**config.mk**
```make
export PLATFORM = sky130hd
export DESIGN_NAME = sync_clamp
export DESIGN_NICKNAME = d
export VERILOG_FILES = /design/src/rtl/sync_clamp.sv
export SDC_FILE = /design/constraint.sdc
export NUM_CORES = 1
export LEC_CHECK = 0
export CAP_MARGIN = 5
export CORE_AREA = 3 3 40 42
export CTS_BUF_LIST = sky130_fd_sc_hd__clkbuf_2
export DETAILED_ROUTE_END_ITERATION = 12
export DIE_AREA = 0 0 43 45
export PLACE_DENSITY = 0.65
export SYNTH_ARGS = -nofsm -noshare
export SYNTH_HDL_FRONTEND = slang
export SYNTH_SLANG_ARGS = --single-unit
```
**constraint.sdc**
```tcl
create_clock -name pclk -period 2.5 [get_ports pclk]
set_input_delay 0.375 -clock pclk [delete_from_list [all_inputs] [get_ports pclk]]
set_output_delay 0.375 -clock pclk [all_outputs]
set_load 0.05 [all_outputs]
```
**src/rtl/sync_clamp.sv**
```systemverilog
module sync_clamp #(
  parameter int W = 10,
  parameter int LOW = 2
) (
  input  logic         pclk,
  input  logic         rst_n,
  input  logic         bypass,
  input  logic [W-1:0] din,
  output logic [W-1:0] dout,
  output logic         sync_hit
);
  localparam int HW = W - LOW;

  logic [HW-1:0] hi;
  logic is_lo, is_hi, hit;
  logic [W-1:0] nxt;

  assign hi    = din[W-1:LOW];
  assign is_lo = (hi == '0);
  assign is_hi = (hi == '1);
  assign hit   = !bypass && (is_lo || is_hi);
  assign nxt   = hit ? {hi, {LOW{is_hi}}} : din;

  always_ff @(posedge pclk) begin
    if (!rst_n) begin
      dout     <= '0;
      sync_hit <= 1'b0;
    end else begin
      dout     <= nxt;
      sync_hit <= hit;
    end
  end
endmodule

```
==> results of run 1 <==
## metrics by stage
| stage | total power [mW] | std cells | utilization | worst slack [ns] | area, um2 |
|---|---|---|---|---|---|
| final | 0.364 | 75 | 0.493 | 0.742 | 633 |
| after global routing | 0.379 | 75 | 0.493 | 0.697 | 633 |
| after CTS | 0.372 | 75 | 0.493 | 0.731 | 633 |
| after detailed placement | 0.271 | 71 | 0.477 | 0.711 | 613 |
| after global placement | 0.270 | 71 | 0.477 | 0.745 | 613 |
| after floorplan | 0.231 | 34 | - | 1.23 | 372 |
## synthesized netlist by cell type, drive strengths merged
master / instances / area share
nor3: 2 / 0.040
or4: 2 / 0.051
nand2: 2 / 0.020
dfxtp: 11 / 0.59
and2: 8 / 0.14
nor2: 2 / 0.020
o211a: 1 / 0.027
inv: 1 / 0.010
clkbuf: 1 / 0.020
o2bb2ai: 2 / 0.047
nand4: 2 / 0.034
## worst paths after layout
| check | endpoint | slack, ns | cells after the start |
|---|---|---|---|
| max | dout[1] | 0.74 | 1 |
| min | dout[0] | 0.68 | 3 |
## registers in the layout, summed over array words and instances, names as in the netlist
register  cells
dout         10
sync_hit      1
## cells by family after synthesis
family / Yosys count
simple gates: 18
flops: 11
compound gates: 3
buf+inv: 2
## routing by layer
metal	global-route usage	vias up
met4	0.0723	0
met3	0.0359	2
li1	-	168
met1	0.120	153
met5	0	-
met2	0.135	13
## layout make-up
class / count / area share
sequential: 11 / 0.348
clock buffer: 4 / 0.0316
tap: 15 / 0.0296
inverter: 1 / 0.00593
timing repair buffer: 23 / 0.364
multi-input combinational: 21 / 0.221
## where the power goes
group,switching [mW],internal [mW]
Clock,0.0558,0.0425
Combinational,0.0447,0.0357
Sequential,0.00206,0.184
==> metrics.txt, run 1 <==
TritonCTS clock tree yes; Tot GR Track Use 0.0962; Top Layer Used met4; initial DRC count 5; commonest non-fill, non-tap cells in the layout clkdlybuf4s50_1 (23), dfxtp_1 (11), and2_1 (7); family with the most delay on the worst path buffers and inverters; register area 220 um2; Final Hold Violating Endpoints 0; grt total ovfl 0; shortest period the worst path allows 1.76 ns; #FFs+latches synth 11; xor/xnor cell area share of the yosys netlist 0; Crit path arrival time 1.38 ns; Yosys cell types 14; hold path startpoint din[0]; Final #Nets 74; via count 336; outcome completed; Slew headroom 0.668; period utilization 0.703; root buffer cell clkbuf_2; Final ANT Viol Nets 0; Synth Warn # 0; clk buf depth 2; Worst path slowest cell clkdlybuf4s50_1; worst min path class in -> reg; Hold Slack 0.684 ns; post-synthesis average cell area 10.9 um2; PostCTS Resize Cnt 0; fillers 120; post-synthesis sequential area ratio 0.593; Antenna diodes 0; delay of the slowest critical-path stage around 0.80 ns; max-slew violation count 0; Rows 13; I/O pin count 24; CP Max Fanout 1; CP Launch Type register; CP Buf/Inv Count 1; average wire per standard cell 10.9 um; Routability Congestion 0.758; htree depth 1; static leakage 0.251 nW; antenna violations before repair 0; CTS Sinks 11; clock slew at reported path FFs approximately 0.11 ns; Mapped Cells 34; worst vdd ir 0.295 mV; PortBufs 23; Synth Area in Simple Gates 0.303; initial cell density of the core 0.289; Core Box Area ~0.0013 mm2; 1st-pass router iterations 4; RSZ-0062 raised after global routing false; DIE WIDTH 43 um; crit path cell chain clkdlybuf4s50_1; Num CTS Buffers 3; Worst-Margin Slew 0.497 ns; pwr/cell area 576 mW/mm2; setup TNS 0 ns; commonest non-fill, non-tap cell in the layout clkdlybuf4s50_1; WS Path Type reg -> out; multi-input logic area 140 um2; setup bufs post-CTS 0; largest family of logic cells by synthesized area simple AND/OR/NAND/NOR gates; die area roughly 0.0019 mm2; DRT Wirelength 815 um; area share of fa/ha/maj cells after synthesis 0; post-synthesis compound-gate area fraction 0.0741; vias per inst roughly 4.5; cts hold-fix bufs 0; Die H 45 um; post-synthesis mux area share 0; number of remaining DRC errors 0; vias in the first global route 298; first-pass GRT wire length 1330 um; fmax approximately 570 MHz; met3 wire len 61 um; Crit. End Element primary output; Setup crit start dout[1]; Required @ worst endpoint between 2 and 2.5 ns; Metal-1 WL approximately 340 um; met2 wire len 397 um; Detail Placement HPWL 639 um; Final setup viols 0; syn nets 47; layout cells sized above 1 0.117; largest net degree at the start of global routing 14; Cell Area, Synth about 370 um2; Area Growth Syn to Fin 70.4%; max_cap viols 0
Power figures use the tool's default switching activity.
==> run 2, diff against run 1 <==
==> constraint.sdc (replaced) <==
create_clock -name pclk -period 1.7 [get_ports pclk]
set_input_delay 0.255 -clock pclk [delete_from_list [all_inputs] [get_ports pclk]]
set_output_delay 0.255 -clock pclk [all_outputs]
set_load 0.05 [all_outputs]
==> metrics.txt, run 2 (synthesis gave the netlist of run 1 again) <==
period utilization 0.949; commonest non-fill, non-tap cell in the layout clkdlybuf4s50_1; Sw Pwr 0.151 mW; CP Buf/Inv Count 1; max-slew violation count 0; clock network fraction of total power 0.270; Slew headroom 0.662; crit path cell chain clkdlybuf4s50_1; hold path startpoint din[1]; Worst Hold Path EP dout[1]; Crit. End Element primary output; Flop pwr share 0.512; TritonCTS clock tree yes; Area Growth Syn to Fin 68.4%; Worst path slowest cell clkdlybuf4s50_1; DIE WIDTH 43 um; Largest register FFs 10; Final setup viols 0; PortBufs 23; CP Launch Type register; Worst-Margin Slew ~0.5 ns; 1st-pass router iterations 2; Final ANT Viol Nets 0; max_cap viols 0; setup TNS 0 ns; CTS Sinks 11; root buffer cell clkbuf_2; average wire per standard cell 11.0 um; Detail Placement HPWL between 600 and 700 um; Die H 45 um; Routability Congestion 0.778; PostCTS Resize Cnt 0; first-pass GRT wire length 1280 um; static leakage 0.272 nW; Required @ worst endpoint between 1 and 1.5 ns; Crit path arrival time 1.36 ns; Final Hold Violating Endpoints 0; Core Box Area 0.00128 mm2; I/O pin count 24; clock slew at reported path FFs 0.10 ns; largest net degree at the start of global routing 14; pwr/cell area ~850 mW/mm2; die area 0.00194 mm2; setup bufs post-CTS 0; delay of the slowest critical-path stage 0.79 ns; fillers 130; shortest period the worst path allows 1.61 ns; vias in the first global route 294; Num CTS Buffers 3; final core occ 0.487; WS Path Type reg -> out; worst min path class in -> reg; Antenna diodes 0; Pwr Total 0.534 mW; vias per inst around 4.4; fmax slightly above 600 MHz; worst vdd ir 0.571 mV; Tot GR Track Use 0.0946; htree depth 1; sw frac 0.282; initial DRC count 2; Setup crit start dout[8]; CP Max Fanout 1; Comb power frac 0.218; number of remaining DRC errors 0; via count between 300 and 400; DRT Wirelength slightly above 800 um; grt total ovfl 0; RSZ-0062 raised after global routing false; hold path depth 3; family with the most delay on the worst path buffers and inverters; commonest non-fill, non-tap cells in the layout clkdlybuf4s50_1 (18), dfxtp_1 (11), and2_1 (7); layout cells sized above 1 0.183; Final #Nets 74; clk buf depth 2; most flop-heavy register dout; antenna violations before repair 0; cts hold-fix bufs 0; Pint 0.384 mW; initial cell density of the core 0.289; Rows 13; outcome completed; largest registers dout: 10 flops, sync_hit: 1 flops
-- run 2: changes by cell type in the layout (fill, tap and decap cells not counted) --
cell             delta
buf_4               +4
clkdlybuf4s50_1     -5
dlymetal6s2s_1      +1
-- run 2: cell type report --
type	instances	area, um2	area share
repair buffers	23	223	0.356
flip-flops and latches	11	220	0.352
multi-input cells	21	140	0.224
clock buffers	4	20.0	0.0320
well taps	15	18.8	0.0300
inverters	1	3.75	0.00600
-- run 2: stage by stage --
stage	cells	hold WS (ns)	setup WS (ns)	cell area (um2)
after floorplan	34	0.377	0.549	372
after CTS	75	0.532	0.0348	623
after global placement	71	0.709	0.0660	603
after detailed placement	71	0.709	0.0359	603
final	75	0.551	0.0867	626
after global routing	75	0.533	0.0264	626
-- run 2: how the worst max path moves through the flow --
stage	cells after the start	to	slack (ns)
finish	1	dout[8]	0.09
floorplan	3	dout[0]	0.55
global placement	4	dout[0]	0.07
global route	1	dout[4]	0.03
detailed placement	4	dout[0]	0.04
CTS	1	dout[0]	0.03
-- run 2: power by group through the flow --
stage | clock (mW) | combinational, mW | sequential, mW
2_1_floorplan | 0 | 0.0150 | 0.325
3_3_place_gp | 0 | 0.117 | 0.279
3_5_place_dp | 0 | 0.117 | 0.280
4_1_cts | 0.154 | 0.117 | 0.274
5_1_grt | 0.166 | 0.122 | 0.275
6_report | 0.144 | 0.116 | 0.274
-- run 2: layer usage --
layer	part of all wire	vias to the layer above	wire length (um)	track usage
li1	-	168	-	-
met1	0.42	145	344	0.108
met2	0.48	15	396	0.144
met3	0.083	2	69	0.0598
met4	0.021	0	17	0.0361
met5	0	-	0	0
